<file path="src/rtl/energy_acc_pkg.sv">
package energy_acc_pkg;
   typedef enum logic {
      THR_HALF_LO = 1'b0,
      THR_HALF_HI = 1'b1
   } thr_half_e;

   typedef struct packed {
      logic up;
      logic down;
   } epulse_t;
endpackage

</file>
<file path="src/rtl/energy_stage1.sv">
module energy_stage1
   import energy_acc_pkg::*;
#(
   parameter int PWR_W = 28,
   parameter int ACC_W = 56,
   parameter int THR_W = 48
) (
   input  logic             clk,
   input  logic             rst_n,
   input  logic             stb,
   input  logic [PWR_W-1:0] power,
   input  logic [THR_W-1:0] thr,
   output epulse_t          pulse
);
   localparam int PAD_P = ACC_W - PWR_W;
   localparam int PAD_T = ACC_W - THR_W;

   logic signed [ACC_W-1:0] acc_q, sum, thr_s, pw_s;
   logic                    thr_nz, hit_up, hit_dn;

   always_comb begin
      pw_s   = {{PAD_P{power[PWR_W-1]}}, power};
      thr_s  = {{PAD_T{1'b0}}, thr};
      sum    = acc_q + pw_s;
      thr_nz = |thr;
      hit_up = thr_nz && (sum >= thr_s);
      hit_dn = thr_nz && (sum <= -thr_s);
   end

   always_ff @(posedge clk or negedge rst_n) begin
      if (!rst_n) begin
         acc_q <= '0;
         pulse <= '0;
      end else begin
         pulse <= '0;
         if (stb) begin
            if (hit_up) begin
               acc_q    <= sum - thr_s;
               pulse.up <= 1'b1;
            end else if (hit_dn) begin
               acc_q      <= sum + thr_s;
               pulse.down <= 1'b1;
            end else begin
               acc_q <= sum;
            end
         end
      end
   end

   // never both directions at once
   p_one_dir_r4: assert property (@(posedge clk) disable iff (!rst_n)
      !(pulse.up && pulse.down));
   // a pulse only follows a strobe
   p_pulse_after_stb_r9: assert property (@(posedge clk) disable iff (!rst_n)
      (stb == 1'b0) |=> (pulse == '0));
   // zero threshold yields no pulse
   p_zero_thr_quiet_r5: assert property (@(posedge clk) disable iff (!rst_n)
      (thr == '0) |=> (pulse == '0));
endmodule

</file>
<file path="src/rtl/energy_stage2.sv">
module energy_stage2
   import energy_acc_pkg::*;
#(
   parameter int CNT_W = 32
) (
   input  logic             clk,
   input  logic             rst_n,
   input  epulse_t          pulse,
   input  logic             rd_hit,
   output logic [CNT_W-1:0] cnt
);
   logic [CNT_W-1:0] delta;

   always_comb begin
      unique case ({pulse.up, pulse.down})
         2'b10:   delta = CNT_W'(1);
         2'b01:   delta = '1;
         default: delta = '0;
      endcase
   end

   always_ff @(posedge clk or negedge rst_n) begin
      if (!rst_n)      cnt <= '0;
      else if (rd_hit) cnt <= delta;
      else             cnt <= cnt + delta;
   end

   // counter idles without pulses or reads
   p_cnt_hold_r7: assert property (@(posedge clk) disable iff (!rst_n)
      (!rd_hit && pulse == '0) |=> $stable(cnt));
   // a read restarts the counter at a small value
   p_read_restart_r8: assert property (@(posedge clk) disable iff (!rst_n)
      (rd_hit && pulse == '0) |=> (cnt == '0));
endmodule

</file>
<file path="src/rtl/energy_thr_regs.sv">
module energy_thr_regs
   import energy_acc_pkg::*;
#(
   parameter int THR_W  = 48,
   parameter int WORD_W = 32
) (
   input  logic              clk,
   input  logic              rst_n,
   input  logic              wr_en,
   input  thr_half_e         wr_half,
   input  logic [WORD_W-1:0] wr_data,
   output logic [THR_W-1:0]  thr
);
   localparam int HALF = THR_W / 2;

   logic [HALF-1:0] lo_q, hi_q;
   logic            lo_seen, hi_seen;
   logic            unused_upper;

   assign unused_upper = ^wr_data[WORD_W-1:HALF];

   always_ff @(posedge clk or negedge rst_n) begin
      if (!rst_n) begin
         lo_q    <= '0;
         hi_q    <= '0;
         lo_seen <= 1'b0;
         hi_seen <= 1'b0;
         thr     <= '0;
      end else if (wr_en) begin
         if (wr_half == THR_HALF_LO) begin
            lo_q <= wr_data[HALF-1:0];
            if (hi_seen) begin
               thr     <= {hi_q, wr_data[HALF-1:0]};
               hi_seen <= 1'b0;
               lo_seen <= 1'b0;
            end else begin
               lo_seen <= 1'b1;
            end
         end else begin
            hi_q <= wr_data[HALF-1:0];
            if (lo_seen) begin
               thr     <= {wr_data[HALF-1:0], lo_q};
               hi_seen <= 1'b0;
               lo_seen <= 1'b0;
            end else begin
               hi_seen <= 1'b1;
            end
         end
      end
   end

   // active threshold moves only on a write
   p_thr_on_write_r6: assert property (@(posedge clk) disable iff (!rst_n)
      !wr_en |=> $stable(thr));
endmodule

</file>
<file path="src/rtl/energy_integrator.sv">
module energy_integrator
   import energy_acc_pkg::*;
#(
   parameter int NPH    = 3,
   parameter int PWR_W  = 28,
   parameter int ACC_W  = 56,
   parameter int THR_W  = 48,
   parameter int CNT_W  = 32,
   parameter int WORD_W = 32,
   localparam int SEL_W = (NPH > 1) ? $clog2(NPH) : 1
) (
   input  logic                 clk,
   input  logic                 rst_n,
   input  logic                 sample_stb,
   input  logic [NPH*PWR_W-1:0] power_in,
   input  logic                 thr_wr_en,
   input  logic                 thr_wr_hi,
   input  logic [WORD_W-1:0]    thr_wr_data,
   output logic [NPH-1:0]       pulse_pos,
   output logic [NPH-1:0]       pulse_neg,
   input  logic                 rd_en,
   input  logic [SEL_W-1:0]     rd_sel,
   output logic [WORD_W-1:0]    rd_data
);
   generate
      if (NPH < 1)                $error("NPH must be at least 1");
      if (THR_W % 2 != 0)         $error("THR_W must be even");
      if (THR_W / 2 >= WORD_W)    $error("threshold half must fit below WORD_W");
      if (ACC_W < THR_W + 2)      $error("ACC_W must exceed THR_W by two bits");
      if (ACC_W <= PWR_W)         $error("ACC_W must exceed PWR_W");
      if (CNT_W < 2 || CNT_W > WORD_W) $error("CNT_W out of range");
   endgenerate

   logic [THR_W-1:0] thr;
   logic [CNT_W-1:0] cnt [NPH];
   logic [CNT_W-1:0] sel_cnt;
   logic [WORD_W-1:0] rd_next;

   energy_thr_regs #(.THR_W(THR_W), .WORD_W(WORD_W)) u_thr (
      .clk     (clk),
      .rst_n   (rst_n),
      .wr_en   (thr_wr_en),
      .wr_half (thr_half_e'(thr_wr_hi)),
      .wr_data (thr_wr_data),
      .thr     (thr)
   );

   for (genvar i = 0; i < NPH; i++) begin : g_ph
      epulse_t pl;
      energy_stage1 #(.PWR_W(PWR_W), .ACC_W(ACC_W), .THR_W(THR_W)) u_s1 (
         .clk   (clk),
         .rst_n (rst_n),
         .stb   (sample_stb),
         .power (power_in[i*PWR_W +: PWR_W]),
         .thr   (thr),
         .pulse (pl)
      );
      energy_stage2 #(.CNT_W(CNT_W)) u_s2 (
         .clk    (clk),
         .rst_n  (rst_n),
         .pulse  (pl),
         .rd_hit (rd_en && (rd_sel == SEL_W'(i))),
         .cnt    (cnt[i])
      );
      assign pulse_pos[i] = pl.up;
      assign pulse_neg[i] = pl.down;
   end

   always_comb begin
      sel_cnt = '0;
      for (int i = 0; i < NPH; i++)
         if (rd_sel == SEL_W'(i)) sel_cnt = cnt[i];
   end

   if (CNT_W == WORD_W) begin : g_ext_none
      assign rd_next = sel_cnt;
   end else begin : g_ext_sign
      assign rd_next = {{(WORD_W-CNT_W){sel_cnt[CNT_W-1]}}, sel_cnt};
   end

   always_ff @(posedge clk or negedge rst_n) begin
      if (!rst_n)     rd_data <= '0;
      else if (rd_en) rd_data <= rd_next;
   end

   // read data changes only after a read
   p_rd_only_on_read_r8: assert property (@(posedge clk) disable iff (!rst_n)
      !rd_en |=> $stable(rd_data));
endmodule

</file>
<file path="config.mk">
export PLATFORM = sky130hd
export DESIGN_NAME = energy_integrator
export DESIGN_NICKNAME = d
export VERILOG_FILES = /design/src/rtl/energy_acc_pkg.sv /design/src/rtl/energy_stage1.sv /design/src/rtl/energy_stage2.sv /design/src/rtl/energy_thr_regs.sv /design/src/rtl/energy_integrator.sv
export SDC_FILE = /design/constraint.sdc
export NUM_CORES = 2
export LEC_CHECK = 0
export CAP_MARGIN = 20
export CORE_MARGIN = 2
export CORE_UTILIZATION = 40
export DETAILED_ROUTE_END_ITERATION = 6
export PLACE_DENSITY = 0.55
export SLEW_MARGIN = 20
export SYNTH_ARGS = -nofsm -noshare
export SYNTH_HDL_FRONTEND = slang
export SYNTH_SLANG_ARGS = --single-unit
</file>
<file path="constraint.sdc">
create_clock -name clk -period 17.2 [get_ports clk]
set_clock_uncertainty 0.15 [all_clocks]
set_input_delay 1.72 -clock clk [delete_from_list [all_inputs] [get_ports clk]]
set_output_delay 1.72 -clock clk [all_outputs]
set_load 0.02 [all_outputs]
</file>
==> qor.csv <==
metric,value,unit
wl_per_cell,25.07,um
dp_hpwl,168800,um
synthFlopType,dfrtp_1,
cts_resized,0,
worstSetupPathType,in -> reg,
grt_max_degree,154,
grt_overflow_total,0,
period_needed,10.24,ns
antenna_found_initial,6,
synthDistinctLibCells,101,
finalSetupViolations,0,
hold_end,u_thr.lo_seen,
yosysTopAreaCell,dfrtp_1,
cp.arrival,10.57,ns
netlist_instances,6689,
drive_gt1_share,6.063,%
r2r_start,u_thr.thr[7],
min_period_over_period,59.54,%
drc,0,
path_delay_family,compound AO/OA/AOI/OAI gates,
min_from,u_thr.hi_seen,
worstPathMaxFanout,34,
synth_area_leaders,"dfrtp_1 (19%), ha_1 (17%), a21oi_1 (6.8%)",
slew_violations,0,
slowest_stage,a2111oi_0,
synth_seq_cells,400,
fin_tns_setup,0,ns
syn_area_per_cell,7.736,um^2
postCtsSetupBuffers,0,
r2r_slack,7.44,ns
synth_top_area_share,19.34,%
synth_edf_count,0,
antenna_left,0,
area_growth,10.60,%
yosysSeqAreaShare,19.34,%
crit_path_max_incr_delay,0.79,ns
synth-async-reset-ratio,100.0,%
first_pass_iters,6,
startpoint_type,input pin,
worstSkewPairLatency,0.68,ns
wirelength,213300,um
portBuffers,153,
r2r-end,g_ph[2].u_s1.acc_q[10],
grt_pass1_wl,316100,um
htree_num_levels,2,
maxSlewHeadroom,9.032,%
num_io_pins,162,
core_area,0.1280,mm^2
die_area,0.1323,mm^2
clk_path_buf_depth,3,
drtIter0Drc,5005,
hp-class,reg -> reg,
finalHoldViolCount,0,
status,finished clean,
max_freq,0.09766,GHz
rsz0062_at_grt,false,
netlist_area,0.05175,mm^2
via_per_inst,6.131,
vias,52170,
synth_fp_nets,7540,
cap_violations,0,
synth_warnings,0,
start_util,40.42,%
numCtsBuffers,52,
ctsRootBufferMaster,clkbuf_16,
fill_cells,13050,
die_w,363.7,um
reg2regPathDepth,22,
grt_pass1_vias,49020,
cts_hold_buf,0,
nets,7586,
place.gp.congestion,1.034,
crit_path_end_kind,flip-flop,
tritoncts,built,
cts.clk_slew.worst_paths,0.06,ns
numClockSinks,400,
fp-row-count,131,
crit_buf_inv,3,
fp.dieH,363.7,um
crit_required,17.53,ns
holdPathStages,1,
track_usage,31.41,%
tightest_slew,1.355,ns
crit_path_cell_trace,clkdlybuf4s50_1 > buf_4 > ha_1 > nand4_1 > or3_1 > or2_2 > nor2_1 > o2111ai_1 > a2111oi_0 > o22ai_1 > xnor2_1 > ha_1 > nand4_1 > nor4_1 > nand3_1 > o41ai_1 > mux2_2 > nand2_1 > a2111oi_0 > a21o_1 > buf_4 > a221oi_1 > o221ai_1 > o21ai_0,
-- area by class of cell --
type                    count  area [um^2]  area share (%)
diodes                      1        2.502        0.004373
repair buffers            294         2601           4.545
inverters                 377         1418           2.477
flip-flops and latches    400        10010           17.49
well taps                1729         2163           3.780
multi-input cells        5610        39180           68.46
clock inverters            23        329.1          0.5750
clock buffers              75         1528           2.670
-- worst reg2reg max path: stages (launching register included) --
cell and delay, ns:
dfrtp_1 0.36, buf_4 0.20, inv_1 0.38, nand4_1 0.31
nor4_1 0.64, nand2_1 0.26, or4_1 0.69, nor3_1 0.42
nand2_1 0.33, nor3_2 1.07, ha_1 0.31, nand4_1 0.14
nor4_1 0.76, nand3_1 0.32, o41ai_1 0.43, mux2_2 0.23
nand2_1 0.42, a2111oi_0 0.80, a21o_1 0.21, buf_4 0.39
a221oi_1 0.18, o221ai_1 0.38, o21ai_0 0.18
-- cell usage after synthesis, drive strengths merged (17+ instances only) --
cell type,count
or2,27
nand2,454
o221ai,36
a211oi,69
mux2i,96
buf,50
and3,43
nor2b,66
xor2,118
a21oi,703
a221oi,52
o31ai,75
a21o,267
a31oi,76
o22ai,34
o2bb2ai,17
clkbuf,252
inv,374
a21boi,17
nand2b,85
and2,43
a221o,27
a2111oi,25
xnor2,294
ha,715
a211o,21
mux2,84
dfrtp,400
or3,50
or4,22
nor2,674
nor3,168
nand3,115
nand4,98
o21a,65
o21bai,121
nor4,45
o21ai,481
o211ai,69
-- per-stage QoR --
| stage | std cells | utilization [%] | area (um^2) | worst slack (ns) | hold slack (ns) |
|---|---|---|---|---|---|
| after global placement | 8410 | 43.25 | 55370 | 6.604 | 0.2847 |
| after detailed placement | 8410 | 43.25 | 55370 | 6.478 | 0.3013 |
| final | 8509 | 44.71 | 57230 | 6.960 | 0.3087 |
| after global routing | 8508 | 44.70 | 57230 | 6.712 | 0.3441 |
| after CTS | 8508 | 44.70 | 57230 | 7.151 | 0.3085 |
| after floorplan | 6689 | - | 51750 | 9.445 | 0.2727 |
-- placed cells by master (no fill, tap or decap), types with 140 or more instances in the layout --
cell type	synthesis	layout
o21ai_0	473	473
nand2_1	453	451
inv_1	374	374
nor3_1	167	163
dfrtp_1	400	400
xnor2_1	293	293
ha_1	715	715
clkdlybuf4s50_1	0	149
buf_4	6	140
a21oi_1	703	702
a21o_1	267	267
nor2_1	673	671
-- state kept, by name, summed over array words and instances, names as in the netlist --
signal,cells
u_thr.lo_q,24
u_thr.thr,48
u_thr.lo_seen,1
rd_data,32
g_ph.u_s1.acc_q,168
u_thr.hi_seen,1
g_ph.u_s2.cnt,96
u_thr.hi_q,24
g_ph.u_s1.pulse,6
-- kinds of logic after synthesis --
group,synth area share [%]
simple gates,17.62
flops,19.34
xor+xnor,7.010
compound gates,29.52
mux,3.685
buf+inv,5.073
fa+ha+maj,17.75
-- routing by layer --
metal,vias to the layer above,wire (um),track usage (%)
met5,-,49,0
li1,24740,-,-
met1,24980,95510,43.66
met3,432,14870,3.682
met2,2006,89980,47.72
met4,8,12890,16.26
-- worst max-delay path by stage --
stage / start / endpoint / cells past startpoint
after floorplan: power_in[28] / g_ph[1].u_s1.acc_q[52] / 26
after global placement: power_in[56] / g_ph[2].u_s1.acc_q[39] / 30
after detailed placement: power_in[56] / g_ph[2].u_s1.acc_q[46] / 29
after CTS: power_in[83] / g_ph[2].u_s1.acc_q[10] / 24
after global routing: power_in[83] / g_ph[2].u_s1.acc_q[10] / 24
final: power_in[83] / g_ph[2].u_s1.acc_q[10] / 24
Power is left out: the tool's default activity adds up to more than one toggle a clock period on the data nets, which glitch-free logic cannot reach.
